### config.mk
export PLATFORM = sky130hd
export DESIGN_NAME = fc_twolevel_flowctl
export DESIGN_NICKNAME = d
export VERILOG_FILES = /design/src/rtl/fc_pkg.sv /design/src/rtl/fc_occ_tracker.sv /design/src/rtl/fc_delay_line.sv /design/src/rtl/fc_twolevel_flowctl.sv
export SDC_FILE = /design/constraint.sdc
export NUM_CORES = 1
export LEC_CHECK = 0
export ABC_AREA = 0
export BUFFER_PORTS_ARGS = -buffer_cell sky130_fd_sc_hd__buf_2
export CORE_ASPECT_RATIO = 0.5
export CORE_MARGIN = 5
export CORE_UTILIZATION = 54
export CTS_CLUSTER_DIAMETER = 80
export DETAILED_ROUTE_END_ITERATION = 16
export GPL_TIMING_DRIVEN = 0
export PLACE_DENSITY = 0.76
export SLEW_MARGIN = 10
export SYNTH_ARGS = -nofsm -noshare
export SYNTH_HDL_FRONTEND = slang
export SYNTH_SLANG_ARGS = --single-unit
### constraint.sdc
create_clock -name clk -period 3 [get_ports clk]
set_input_delay 0.15 -clock clk [delete_from_list [all_inputs] [get_ports clk]]
set_output_delay 0.15 -clock clk [all_outputs]
set_load 0.05 [all_outputs]
### src/rtl/fc_pkg.sv
package fc_pkg;

    typedef enum logic [1:0] {
        OCC_HOLD = 2'd0,
        OCC_UP   = 2'd1,
        OCC_DOWN = 2'd2
    } occ_ev_e;

    // Net effect of one cycle's events on a clamped counter.
    function automatic occ_ev_e occ_event(input logic inc, input logic dec,
                                          input logic at_full, input logic at_empty);
        if (inc && !dec && !at_full)       return OCC_UP;
        else if (dec && !inc && !at_empty) return OCC_DOWN;
        else                               return OCC_HOLD;
    endfunction

endpackage

### src/rtl/fc_occ_tracker.sv
module fc_occ_tracker
    import fc_pkg::*;
#(
    parameter int DEPTH     = 16,
    parameter int PAUSE_AT  = 10,
    parameter int RESUME_AT = 4,
    localparam int CW       = $clog2(DEPTH + 1)
) (
    input  logic          clk,
    input  logic          rst_n,
    input  logic          inc,
    input  logic          dec,
    output logic [CW-1:0] occ,
    output logic          paused
);

    localparam logic [CW-1:0] DEPTH_C  = CW'(DEPTH);
    localparam logic [CW-1:0] PAUSE_C  = CW'(PAUSE_AT);
    localparam logic [CW-1:0] RESUME_C = CW'(RESUME_AT);

    typedef struct packed {
        logic [CW-1:0] occ;
        logic          paused;
    } trk_state_t;

    trk_state_t st_d, st_q;
    occ_ev_e    ev;

    always_comb begin
        st_d = st_q;
        ev   = occ_event(inc, dec, st_q.occ == DEPTH_C, st_q.occ == '0);
        case (ev)
            OCC_UP:   st_d.occ = st_q.occ + CW'(1);
            OCC_DOWN: st_d.occ = st_q.occ - CW'(1);
            default:  st_d.occ = st_q.occ;
        endcase
        // Hysteresis evaluated on the next count so flag and count move together.
        if (st_d.occ > PAUSE_C)
            st_d.paused = 1'b1;
        else if (st_d.occ <= RESUME_C)
            st_d.paused = 1'b0;
    end

    always_ff @(posedge clk) begin
        if (!rst_n) st_q <= '0;
        else        st_q <= st_d;
    end

    assign occ    = st_q.occ;
    assign paused = st_q.paused;

endmodule

### src/rtl/fc_delay_line.sv
module fc_delay_line #(
    parameter int W   = 4,
    parameter int DLY = 2
) (
    input  logic         clk,
    input  logic         rst_n,
    input  logic [W-1:0] din,
    output logic [W-1:0] dout
);

    generate
        if (DLY == 0) begin : g_wire
            assign dout = din;
        end else begin : g_pipe
            logic [DLY-1:0][W-1:0] stg_d, stg_q;

            always_comb begin
                stg_d[0] = din;
                for (int i = 1; i < DLY; i++) stg_d[i] = stg_q[i-1];
            end

            always_ff @(posedge clk) begin
                if (!rst_n) stg_q <= '0;
                else        stg_q <= stg_d;
            end

            assign dout = stg_q[DLY-1];
        end
    endgenerate

endmodule

### src/rtl/fc_twolevel_flowctl.sv
module fc_twolevel_flowctl #(
    parameter int NUM_CQ    = 2,
    parameter int NUM_OUT   = 2,
    parameter int CQ_DEPTH  = 16,
    parameter int CQ_PAUSE  = 10,
    parameter int CQ_RESUME = 4,
    parameter int CQ_DLY    = 2,
    parameter int XB_DEPTH  = 8,
    parameter int XB_PAUSE  = 5,
    parameter int XB_RESUME = 2,
    parameter int XB_DLY    = 1
) (
    input  logic                      clk,
    input  logic                      rst_n,
    input  logic [NUM_CQ-1:0]         cq_enq,
    input  logic [NUM_CQ-1:0]         cq_deq,
    input  logic [NUM_CQ*NUM_OUT-1:0] xb_enq,
    input  logic [NUM_CQ*NUM_OUT-1:0] xb_deq,
    output logic [NUM_CQ*NUM_OUT-1:0] cq_xb_hold,
    output logic [NUM_CQ*NUM_OUT-1:0] src_dest_pause,
    output logic [NUM_CQ-1:0]         src_cq_pause
);

    localparam int NUM_XB = NUM_CQ * NUM_OUT;
    localparam int CQ_CW  = $clog2(CQ_DEPTH + 1);
    localparam int XB_CW  = $clog2(XB_DEPTH + 1);

    logic [NUM_CQ-1:0][CQ_CW-1:0] cq_occ;
    logic [NUM_XB-1:0][XB_CW-1:0] xb_occ;
    logic [NUM_CQ-1:0]            cq_flag;
    logic [NUM_XB-1:0]            xb_flag;

    // Level 1: central queues
    for (genvar g = 0; g < NUM_CQ; g++) begin : g_cq
        fc_occ_tracker #(
            .DEPTH(CQ_DEPTH), .PAUSE_AT(CQ_PAUSE), .RESUME_AT(CQ_RESUME)
        ) u_trk (
            .clk(clk), .rst_n(rst_n),
            .inc(cq_enq[g]), .dec(cq_deq[g]),
            .occ(cq_occ[g]), .paused(cq_flag[g])
        );
    end

    // Level 2: crosspoint buffers, index q*NUM_OUT+o
    for (genvar g = 0; g < NUM_XB; g++) begin : g_xb
        fc_occ_tracker #(
            .DEPTH(XB_DEPTH), .PAUSE_AT(XB_PAUSE), .RESUME_AT(XB_RESUME)
        ) u_trk (
            .clk(clk), .rst_n(rst_n),
            .inc(xb_enq[g]), .dec(xb_deq[g]),
            .occ(xb_occ[g]), .paused(xb_flag[g])
        );
    end

    // Central-queue pause to sources
    fc_delay_line #(.W(NUM_CQ), .DLY(CQ_DLY)) u_dl_cq (
        .clk(clk), .rst_n(rst_n), .din(cq_flag), .dout(src_cq_pause)
    );

    // Buffer pause to its feeding central queue
    fc_delay_line #(.W(NUM_XB), .DLY(XB_DLY)) u_dl_xb (
        .clk(clk), .rst_n(rst_n), .din(xb_flag), .dout(cq_xb_hold)
    );

    // Central queue passes the per-output pause on to its sources
    fc_delay_line #(.W(NUM_XB), .DLY(CQ_DLY)) u_dl_relay (
        .clk(clk), .rst_n(rst_n), .din(cq_xb_hold), .dout(src_dest_pause)
    );

endmodule

==> results of run 1 <==
Yosys cell counts, types with 4 or more instances:
library cell   n
xor2_1         4
o21ai_0       21
xnor2_1       11
nor4_1         9
buf_4          4
o311ai_0       6
o22ai_1        5
and2_1        25
a21oi_1       21
fa_1           6
clkbuf_1      11
dfxtp_1       48
nand2_1       11
nor4b_1        4
inv_1         20
or3_1          4
a21o_1         8
nand2b_1      14
ha_1          14
nand3_1       10
nor2b_1        9
nor3_1        10
or2_2          4
nor2_1        23
a221o_1        4
repair_timing:
action	4_1_cts	5_1_grt
endpoints found under the setup margin	2	3
gates cloned	0	0
pin swaps	3	4
hold buffers	0	0
gates resized for setup	8	9
buffers inserted	2	1
cells in the final DEF (no fill, tap or decap), types with 9 or more instances in the layout:
master,netlist,layout
nor4_1,9,9
o21ai_0,21,19
nor3_1,10,10
dfxtp_1,48,44
nand2_1,11,11
xnor2_1,11,11
nand2b_1,14,14
inv_1,20,19
buf_2,1,21
clkbuf_1,11,12
a21oi_1,21,21
nand3_1,10,10
ha_1,14,13
and2_1,25,25
nor2_1,23,23
routing by layer:
| layer | vias up | global-route usage, % | share of wire [%] |
|---|---|---|---|
| li1 | 1292 | - | - |
| met3 | 4 | 4.159 | 4.1 |
| met4 | 0 | 4.738 | 0.58 |
| met5 | - | 0 | 0 |
| met2 | 49 | 33.64 | 48 |
| met1 | 1195 | 21.66 | 47 |
worst max-delay path by stage:
stage | from | to | slack [ns] | cells after the start
2_1_floorplan | g_cq[0].u_trk.occ[0]$_SDFF_PN0_ | g_cq[0].u_trk.paused$_SDFFE_PN0P_ | 0.02 | 12
3_3_place_gp | g_cq[0].u_trk.occ[0]$_SDFF_PN0_ | g_cq[0].u_trk.paused$_SDFFE_PN0P_ | -0.11 | 12
3_5_place_dp | g_cq[0].u_trk.occ[0]$_SDFF_PN0_ | g_cq[0].u_trk.paused$_SDFFE_PN0P_ | -0.21 | 12
4_1_cts | g_cq[0].u_trk.occ[0]$_SDFF_PN0_ | g_cq[0].u_trk.paused$_SDFFE_PN0P_ | 0.002 | 12
5_1_grt | g_cq[0].u_trk.occ[0]$_SDFF_PN0_ | g_cq[0].u_trk.paused$_SDFFE_PN0P_ | -0.03 | 11
6_report | g_cq[0].u_trk.occ[0]$_SDFF_PN0_ | g_cq[0].u_trk.paused$_SDFFE_PN0P_ | 0.06 | 11
worst register-to-register path: cells and delay by family, from the launching register on:
family	cells	cell delay [ns]
DFF	1	0.32
and+or+nand+nor	3	1.01
AOI/OAI and AO/OA	5	1.05
buffers and inverters	2	0.20
adders and majority gates	1	0.23
power by group:
part | internal, mW | switching (mW) | leakage [nW] | total (mW)
sequential | 0.728 | 0.0777 | 0.395 | 0.806
clock | 0.159 | 0.196 | 0.0410 | 0.354
combinational | 0.319 | 0.399 | 0.949 | 0.718
flip-flops by register name, summed over array words and instances (netlist names):
| register | flops |
|---|---|
| g_cq.u_trk.occ | 10 |
| g_cq.u_trk.paused | 2 |
| g_xb.u_trk.occ | 16 |
| g_xb.u_trk.paused | 4 |
| u_dl_cq.dout | 2 |
| u_dl_cq.g_pipe.stg_d | 2 |
| u_dl_relay.dout | 4 |
| u_dl_relay.g_pipe.stg_d | 4 |
| u_dl_xb.dout | 4 |
logic make-up (layout without fill, tap and decap cells):
family                   count (synthesis)  count (layout)  share of synthesized area (%)
AND/OR/NAND/NOR                        129             129                          24.58
adder cells (fa/ha/maj)                 20              20                          10.14
multiplexers                             2               2                         0.6876
flip-flops                              48              48                          33.00
buffers and inverters                   38              68                          5.715
AO/OA/AOI/OAI                           92              92                          21.36
XOR/XNOR                                15              15                          4.512
per-stage QoR:
stage / power (mW) / worst slack (ns) / hold WS, ns / instances
6_report: 1.878 / 0.06095 / 0.1892 / 444
5_1_grt: 2.013 / -0.02728 / 0.2126 / 444
4_1_cts: 1.869 / 0.002053 / 0.1892 / 444
3_5_place_dp: 1.491 / -0.2056 / 0.4191 / 435
3_3_place_gp: 1.452 / -0.1087 / 0.4141 / 435
2_1_floorplan: 1.341 / 0.01625 / 0.3290 / 344
area by class of cell:
cell class	instances	area [sq um]	share of cell area, %
buffer	16	82.58	2.533
clock buffer	6	72.57	2.226
clock inverter	1	5.005	0.1535
inverter	21	78.83	2.417
multi-input combinational	258	1841	56.45
sequential	48	965.9	29.62
tap	70	87.58	2.686
timing repair buffer	24	127.6	3.914
==> summary.md, run 1 <==
| Metric | Value |
|---|---|
| Top FF cell, synth | dfxtp_1 |
| Cells after synthesis | 344 |
| Syn-to-layout area delta | 11.99% |
| Clock tree buffer depth | 2 |
| CP Capture Type | flop |
| Critical path class | reg2reg |
| H-Tree Depth | 2 |
| Syn Nets | 378 |
| Core footprint | 5067 sq um |
| Cells along the critical path | buf_6 > or4_4 > o21ai_4 > inv_2 > ha_4 > nor2b_4 > o21a_1 > o21ba_2 > a221o_1 > or3_1 > o21ba_1 |
| Hold EP | g_xb[0].u_trk.occ[3]$_SDFF_PN0_ |
| Vias | 2540 |
| Syn. warnings | 0 |
| Yosys top cell by area | dfxtp_1 |
| Pins Over Slew Limit | 0 |
| CTS tree | yes |
| Sequential element share of the synthesized area | 33.00% |
| Final instance area | 3261 sq um |
| Post-synth EDFFs | 0 |
| Top cells by area, synth | dfxtp_1 33%, ha_1 6.0%, and2_1 5.4% |
| ANT nets after route | 0 |
| I/O Buffers | 21 |
| Crit-path max FO | 9 |
| # nets final | 408 |
| Clk slew on worst S/H paths | 0.08 ns |
| Cell area after synthesis | 2912 sq um |
| Worst skew pair latency | 0.29 ns |
| Num ports | 24 |
| Die area | 7049 sq um |
| CP startpoint kind | flop |
| Slowest cell on the critical path | or4_4 |
| Least-Margin Pin Slew | 0.8537 ns |
| Clock Sinks | 48 |
| Peak VDD IR | 0.2763 mV |
| Proportion of netlist area held by the largest area contributor | 33.00% |
| Maxcap violations | 0 |
| WHS Path Cells | 3 |
| Layout cell share with drive strength beyond 1 | 14.44% |
| Die width | 113.8 microns |
| DP Area | 3108 sq um |
| CP bufs+invs | 2 |
| Ys async rst share | 0% |
| Fmax achieved | 340.2 MHz |
| Die height | 61.92 microns |
| First-pass GRT wire length | 10.34 mm |
| Max incr delay on CP | 0.51 ns |
| Worst Path Required | 3.19 ns |
| R2R Path Start | g_cq[0].u_trk.occ[0]$_SDFF_PN0_ |
| FF+latch count, synth | 48 |
| GRT Resource Usage Total | 18.01% |
| Pleak | 1.386 nW |
| Vias in the first global route | 2421 |
| Vias/cell | 5.721 |
| Fin Clk Skew | 0.003078 ns |
| DP HPWL | 4.613 mm |
| Avg Cell Area, Syn | 8.464 sq um |
| Routed WL per cell | 13.66 microns |
| Worst slew margin | 42.56% |
| Routed WL | 6.067 mm |
| Antenna Cells | 0 |
| Power Density | 575.8 nW/um^2 |
| R2R Setup Slk | 0.06 ns |
| Min cycle time layout | 2.939 ns |
| Largest delay share family, worst path | compound AO/OA/AOI/OAI gates |
| Row count | 18 |
| Final GP Congestion | 0.8931 |
| Largest net degree at the start of global routing | 14 |
| CP arrival | 3.13 ns |
| Clock root buffer | clkbuf_8 |
| Final hold violation count | 0 |
| Iter 0 DRT Violations | 154 |
| Initial antenna violation count | 0 |
| Setup TNS | 0 ns |
| Hold Path Origin | xb_enq[0] |
| Synth cell types | 51 |
| Filler cell count | 407 |
| Gr ovfl total | 0 |
| Starting Density | 57.46% |
| Final worst-path cycle share | 97.97% |
| CTS buffer count | 5 |
| Final setup fails | 0 |
| DRC Markers | 0 |
| Worst r2r dst | g_cq[0].u_trk.paused$_SDFFE_PN0P_ |
| DRT Pass-1 Iters | 4 |
| Utilization after layout | 64.35% |
| Status | complete, no violations |
| Hold WC Path Type | in2reg |
| Reg2reg path depth | 11 |
Note: power is estimated with default switching activity, not from simulation.
==> inputs of run 2 (changes only) <==
CORE_UTILIZATION = 60   (was 54)
PLACE_DENSITY = 0.8   (was 0.76)
SETUP_SLACK_MARGIN = 0.1   (was not set)
clock period = 3.3 ns   (was 3 ns; I/O delays follow)
==> run 2 against run 1 <==
Combinational power is 13% lower; critical path depth is 1 higher; largest cell class unchanged; flip-flop and latch count did not move; global-route usage up 2.4 points; worst hold slack improved by 0.0078 ns; largest power group unchanged.
==> summary.md, run 2 (synthesis results as in run 1) <==
| Metric | Value |
|---|---|
| Status | complete, no violations (unchanged) |
| Routed WL per cell | 13.98 microns (was 13.66 microns) |
| Clock tree buffer depth | 2 (unchanged) |
| Core footprint | 4552 sq um (was 5067 sq um) |
| Fmax achieved | 323.8 MHz (was 340.2 MHz) |
| CP startpoint kind | flop (unchanged) |
| Final GP Congestion | 0.8762 (was 0.8931) |
| Worst slew margin | 34.93% (was 42.56%) |
| Max incr delay on CP | 0.48 ns (was 0.51 ns) |
| Die width | 108.5 microns (was 113.8 microns) |
| Iter 0 DRT Violations | 131 (was 154) |
| DRT Pass-1 Iters | 4 (unchanged) |
| Peak VDD IR | 0.2745 mV (was 0.2763 mV) |
| Final instance area | 3213 sq um (was 3261 sq um) |
| Clock root buffer | clkbuf_8 (unchanged) |
| Power Density | 537.1 nW/um^2 (was 575.8 nW/um^2) |
| DP HPWL | 4.671 mm (was 4.613 mm) |
| Vias/cell | 5.886 (was 5.721) |
| Pleak | 1.373 nW (was 1.386 nW) |
| Die height | 59.26 microns (was 61.92 microns) |
| WHS | 0.1969 ns (was 0.1892 ns) |
| Final worst-path cycle share | 93.58% (was 97.97%) |
| Clock Sinks | 48 (unchanged) |
| Die area | 6430 sq um (was 7049 sq um) |
| Min cycle time layout | 3.088 ns (was 2.939 ns) |
| Cells along the critical path | buf_6 > or4_1 > buf_2 > o21ai_2 > inv_1 > ha_4 > nor2b_1 > o21a_1 > o21ba_2 > a221o_1 > or3_1 > o21ba_1 (was buf_6 > or4_4 > o21ai_4 > inv_2 > ha_4 > nor2b_4 > o21a_1 > o21ba_2 > a221o_1 > or3_1 > o21ba_1) |
| Layout cell share with drive strength beyond 1 | 11.53% (was 14.44%) |
| Num ports | 24 (unchanged) |
| Final hold violation count | 0 (unchanged) |
| Most frequent cells in the layout | 48 x dfxtp_1, 25 x and2_1, 23 x nor2_1 (was 44 x dfxtp_1, 25 x and2_1, 23 x nor2_1) |
| DRC Markers | 0 (unchanged) |
| First-pass GRT wire length | 10.54 mm (was 10.34 mm) |
| CTS tree | yes (unchanged) |
| H-Tree Depth | 2 (unchanged) |
| Crit-path max FO | 9 (unchanged) |
| Clk slew on worst S/H paths | 0.09 ns (was 0.08 ns) |
| Slowest cell on the critical path | or4_1 (was or4_4) |
| Vias | 2584 (was 2540) |
| Worst Path Required | 3.51 ns (was 3.19 ns) |
| CTS buffer count | 5 (unchanged) |
| Top flop regs | g_xb.u_trk.occ: 16 flops, g_cq.u_trk.occ: 10 flops (unchanged) |
| # nets final | 406 (was 408) |
| I/O Buffers | 21 (unchanged) |
| Least-Margin Pin Slew | 0.9671 ns (was 0.8537 ns) |
| Starting Density | 63.96% (was 57.46%) |
| Critical path class | reg2reg (unchanged) |
| Worst skew pair latency | 0.30 ns (was 0.29 ns) |
| DP Area | 3099 sq um (was 3108 sq um) |
| CP Capture Type | flop (unchanged) |
| Biggest register | g_xb.u_trk.occ (unchanged) |
| Vias in the first global route | 2505 (was 2421) |
| Largest net degree at the start of global routing | 16 (was 14) |
| Utilization after layout | 70.59% (was 64.35%) |
| Routed WL | 6.136 mm (was 6.067 mm) |
| Gr ovfl total | 0 (unchanged) |
| Initial antenna violation count | 0 (unchanged) |
| Pins Over Slew Limit | 0 (unchanged) |
| Largest register FFs | 16 (unchanged) |
| GRT Resource Usage Total | 20.41% (was 18.01%) |
| Syn-to-layout area delta | 10.36% (was 11.99%) |
| Most common cell after layout, fill and taps aside | dfxtp_1 (unchanged) |
| Final setup fails | 0 (unchanged) |
| Antenna Cells | 0 (unchanged) |
| RSZ-0062 raised after global routing | true |
| Fin Clk Skew | 0.006203 ns (was 0.003078 ns) |
| Row count | 17 (was 18) |
| ANT nets after route | 0 (unchanged) |
| CP arrival | 3.29 ns (was 3.13 ns) |
| Hold WC Path Type | in2reg (unchanged) |
| Maxcap violations | 0 (unchanged) |
==> run 2: stage by stage <==
stage / TNS (ns) / setup WS, ns / total power [mW] / cells
finish: 0 / 0.2120 / 1.726 / 439
detailed placement: -0.002655 / -0.002655 / 1.356 / 431
global route: 0 / 0.05295 / 1.849 / 439
global placement: 0 / 0.02282 / 1.314 / 431
CTS: 0 / 0.1234 / 1.722 / 439
floorplan: 0 / 0.1902 / 1.217 / 344
==> run 2: final cells by class <==
type,count,area (sq um)
buffer,17,87.58
clock buffer,6,82.58
clock inverter,2,15.01
fill,404,1339
inverter,21,78.83
multi-input combinational,258,1800
sequential,48,960.9
tap,66,82.58
timing repair buffer,21,105.1
==> run 2: what timing repair did <==
item                                    in CTS  in global routing
resized for setup                            2                  2
endpoints found under the setup margin       1                  2
hold buffers                                 0                  0
buffers inserted                             0                  0
endpoints found under the hold margin        0                  0
==> run 2: worst paths after layout <==
path	from	endpoint	slack, ns	cells after the start
min	xb_enq[1]	g_xb[1].u_trk.occ[3]$_SDFF_PN0_	0.20	3
max	g_cq[0].u_trk.occ[0]$_SDFF_PN0_	g_cq[0].u_trk.paused$_SDFFE_PN0P_	0.21	12
max reg2reg	g_cq[0].u_trk.occ[0]$_SDFF_PN0_	g_cq[0].u_trk.paused$_SDFFE_PN0P_	0.21	12
min reg2reg	u_dl_relay.g_pipe.stg_d[6]$_SDFF_PN0_	u_dl_relay.dout[2]$_SDFF_PN0_	0.44	1
==> run 2: critical path: cells and delay by family, from the launching register on <==
family	cells	cell delay [ns]
and+or+nand+nor	3	0.98
AOI/OAI and AO/OA	5	1.03
DFF	1	0.32
adders and majority gates	1	0.24
buffers and inverters	3	0.42
==> run 2: layer usage <==
metal	vias up	GRT usage (%)	wire length [microns]
li1	1287	-	-
met1	1234	24.28	2889
met2	52	36.00	2896
met3	11	5.005	237
met4	0	8.094	113
met5	-	0	0
==> run 2: power by group <==
| part | leakage (nW) | internal [mW] | switching, mW |
|---|---|---|---|
| Combinational | 0.935 | 0.271 | 0.356 |
| Sequential | 0.394 | 0.660 | 0.0697 |
| Clock | 0.0434 | 0.170 | 0.199 |
==> inputs of run 3 (changes only) <==
CORE_UTILIZATION = 45   (was 60)
MAX_ROUTING_LAYER = met4   (was not set)
PLACE_DENSITY = not set   (was 0.8)
==> run 3 against run 2 <==
Flip-flop and latch count unchanged; clock-buffer cell count stayed put; power grew 8.2%; clock power up 40%; global-route usage decreased by 4.6 points; worst setup slack improved by 0.0057 ns; fmax grew 0.18%; routed wire length increased by 0.86%; worst hold slack gained 0.033 ns; first-iteration DRC count decreased by 20%.
==> summary.md, run 3 (synthesis results as in run 1) <==
| Metric | Value |
|---|---|
| First-pass GRT wire length | 10.13 mm (was 10.54 mm) |
| Initial antenna violation count | 0 (unchanged) |
| Final instance area | 3304 sq um (was 3213 sq um) |
| Row count | 20 (was 17) |
| Seq pwr share | 39.0% (was 42.3%) |
| Placed insts | 453 (was 431) |
| ANT nets after route | 0 (unchanged) |
| DP Area | 3127 sq um (was 3099 sq um) |
| DP HPWL | 4.596 mm (was 4.671 mm) |
| Peak VDD IR | 0.1999 mV (was 0.2745 mV) |
| Logic pwr share | 33.3% (was 36.3%) |
| Most frequent cells in the layout | 48 x dfxtp_1, 25 x and2_1, 23 x nor2_1 (unchanged) |
| Routed WL | 6.189 mm (was 6.136 mm) |
| Final worst-path cycle share | 93.40% (was 93.58%) |
| Register area | 960.9 sq um (unchanged) |
| CP Capture Type | flop (unchanged) |
| Most common cell after layout, fill and taps aside | dfxtp_1 (unchanged) |
| Slowest cell on the critical path | or4_1 (unchanged) |
| Final hold violation count | 0 (unchanged) |
| Die width | 123.8 microns (was 108.5 microns) |
| DRC Markers | 0 (unchanged) |
| Cts repair resizes | 2 (unchanged) |
| WHS Path Cells | 3 (unchanged) |
| Vias in the first global route | 2303 (was 2505) |
| CP bufs+invs | 3 (unchanged) |
| Filler cell count | 604 (was 404) |
| # nets final | 406 (unchanged) |
| WHS | 0.2301 ns (was 0.1969 ns) |
| Clock tree buffer depth | 2 (unchanged) |
| Status | complete, no violations (unchanged) |
| Largest delay share family, worst path | compound AO/OA/AOI/OAI gates (unchanged) |
| Antenna Cells | 0 (unchanged) |
| Core footprint | 6181 sq um (was 4552 sq um) |
| I/O Buffers | 21 (unchanged) |
| Min cycle time layout | 3.082 ns (was 3.088 ns) |
| Iter 0 DRT Violations | 105 (was 131) |
| Clk slew on worst S/H paths | 0.06 ns (was 0.09 ns) |
| Worst slew margin | 37.42% (was 34.93%) |
| Setup TNS | 0 ns (unchanged) |
| Pleak | 1.399 nW (was 1.373 nW) |
| CP arrival | 3.26 ns (was 3.29 ns) |
| Syn-to-layout area delta | 13.49% (was 10.36%) |
| RSZ-0062 raised after global routing | true (unchanged) |
| Worst skew pair latency | 0.29 ns (was 0.30 ns) |
| DRT Pass-1 Iters | 4 (unchanged) |
| Hold WC Path Type | in2reg (unchanged) |
| Pins Over Slew Limit | 0 (unchanged) |
| Hold EP | g_xb[0].u_trk.occ[3]$_SDFF_PN0_ (was g_xb[1].u_trk.occ[3]$_SDFF_PN0_) |
| Die area | 8276 sq um (was 6430 sq um) |
| Biggest register | g_xb.u_trk.occ (unchanged) |
| Starting Density | 47.11% (was 63.96%) |
| Switching Fraction | 34.00% (was 36.22%) |
| Max incr delay on CP | 0.48 ns (about the same) |
| GRT Resource Usage Total | 15.77% (was 20.41%) |
| Gr ovfl total | 0 (unchanged) |
| Post-CTS setup buffers | 0 (unchanged) |
| P_sw | 634.8 uW (was 624.9 uW) |
| Final GP Congestion | 0.8382 (was 0.8762) |
| Num ports | 24 (unchanged) |
| R2R Setup Slk | 0.22 ns (was 0.21 ns) |
| CTS tree | yes (unchanged) |
| CTS buffer count | 5 (unchanged) |
| Largest net degree at the start of global routing | 16 (unchanged) |
| Overall Power | 1.867 mW (was 1.726 mW) |
| H-Tree Depth | 2 (unchanged) |
| Layout cell share with drive strength beyond 1 | 11.53% (unchanged) |
| Multi-input gate area | 1808 sq um (was 1800 sq um) |
| Least-Margin Pin Slew | 0.9301 ns (was 0.9671 ns) |
| Clock root buffer | clkbuf_16 (was clkbuf_8) |
| Crit-path max FO | 9 (unchanged) |
| Worst r2r dst | g_cq[0].u_trk.paused$_SDFFE_PN0P_ (unchanged) |
| Routed WL per cell | 13.43 microns (was 13.98 microns) |
| Final setup fails | 0 (unchanged) |
| Top flop regs | g_xb.u_trk.occ: 16 flops, g_cq.u_trk.occ: 10 flops (unchanged) |
| Cells along the critical path | buf_6 > or4_1 > buf_2 > o21ai_4 > inv_1 > ha_4 > nor2b_1 > o21a_1 > o21ba_2 > a221o_1 > or3_1 > o21ba_1 (was buf_6 > or4_1 > buf_2 > o21ai_2 > inv_1 > ha_4 > nor2b_1 > o21a_1 > o21ba_2 > a221o_1 > or3_1 > o21ba_1) |
| CP startpoint kind | flop (unchanged) |
| Post-CTS Hold Fix Bufs | 0 (unchanged) |
| Clk pwr share | 27.6% (was 21.4%) |
| Fmax achieved | 324.4 MHz (was 323.8 MHz) |
| Worst setup margin | 0.2177 ns (was 0.2120 ns) |
| Reg2reg path depth | 12 (unchanged) |
| Maxcap violations | 0 (unchanged) |
| Utilization after layout | 53.46% (was 70.59%) |
| Largest register FFs | 16 (unchanged) |
| Vias | 2529 (was 2584) |
| Critical path class | reg2reg (unchanged) |
| Non-filler cells, final | 461 (was 439) |
| Vias/cell | 5.486 (was 5.886) |
| Worst Path Required | 3.48 ns (was 3.51 ns) |
| Hold Path Origin | xb_enq[0] (was xb_enq[1]) |
| Die height | 66.88 microns (was 59.26 microns) |
| Fin Clk Skew | 0.003293 ns (was 0.006203 ns) |
| Power Density | 565.0 nW/um^2 (was 537.1 nW/um^2) |
| Post-Place Setup Slack | -0.05351 ns (was -0.002655 ns) |
| Clock Sinks | 48 (unchanged) |
| P_int | 1.232 mW (was 1.101 mW) |
| R2R Path Start | g_cq[0].u_trk.occ[0]$_SDFF_PN0_ (unchanged) |
run 3: changes by cell type in the layout (fill, tap and decap cells not counted):
cell and delta:
clkbuf_16 +5, clkbuf_8 -5, o21ai_2 -1, o21ai_4 +1
run 3: worst register-to-register path, cell delays in order (launching register included):
cell	delay (ns)
dfxtp_1	0.31
buf_6	0.13
or4_1	0.48
buf_2	0.18
o21ai_4	0.15
inv_1	0.11
ha_4	0.23
nor2b_1	0.12
o21a_1	0.22
o21ba_2	0.21
a221o_1	0.30
or3_1	0.38
o21ba_1	0.17
run 3: power by group through the flow:
stage	Clock, mW	Sequential [mW]	Combinational, mW
final	0.516	0.729	0.622
after global routing	0.554	0.742	0.702
after CTS	0.532	0.727	0.616
after detailed placement	0	0.738	0.611
after global placement	0	0.736	0.588
after floorplan	0	0.733	0.484
run 3: per-layer routing:
layer	track usage [%]	up-vias	wire, microns
met4	4.828	0	78
met1	18.63	1198	2975
li1	-	1280	-
met5	-	-	0
met2	27.24	43	2944
met3	3.308	8	191
run 3: final cells by class:
cell class                      instances  area share, %
Tap cell                               88          3.332
Clock inverter                          2         0.4544
Timing Repair Buffer                   21          3.181
Buffer                                 17          2.651
Multi-Input combinational cell        258          54.71
Clock buffer                            6          4.203
Sequential cell                        48          29.08
Inverter                               21          2.385
run 3: worst max-delay path by stage:
| stage | start | end | slack [ns] | cells after the start |
|---|---|---|---|---|
| global route | g_cq[0].u_trk.occ[0]$_SDFF_PN0_ | g_cq[0].u_trk.paused$_SDFFE_PN0P_ | 0.1 | 12 |
| floorplan | g_cq[0].u_trk.occ[0]$_SDFF_PN0_ | g_cq[0].u_trk.paused$_SDFFE_PN0P_ | 0.19 | 12 |
| global placement | g_cq[0].u_trk.occ[0]$_SDFF_PN0_ | g_cq[0].u_trk.paused$_SDFFE_PN0P_ | -0.03 | 12 |
| finish | g_cq[0].u_trk.occ[0]$_SDFF_PN0_ | g_cq[0].u_trk.paused$_SDFFE_PN0P_ | 0.22 | 12 |
| detailed placement | g_cq[0].u_trk.occ[0]$_SDFF_PN0_ | g_cq[0].u_trk.paused$_SDFFE_PN0P_ | -0.05 | 12 |
| CTS | g_cq[0].u_trk.occ[0]$_SDFF_PN0_ | g_cq[0].u_trk.paused$_SDFFE_PN0P_ | 0.12 | 12 |
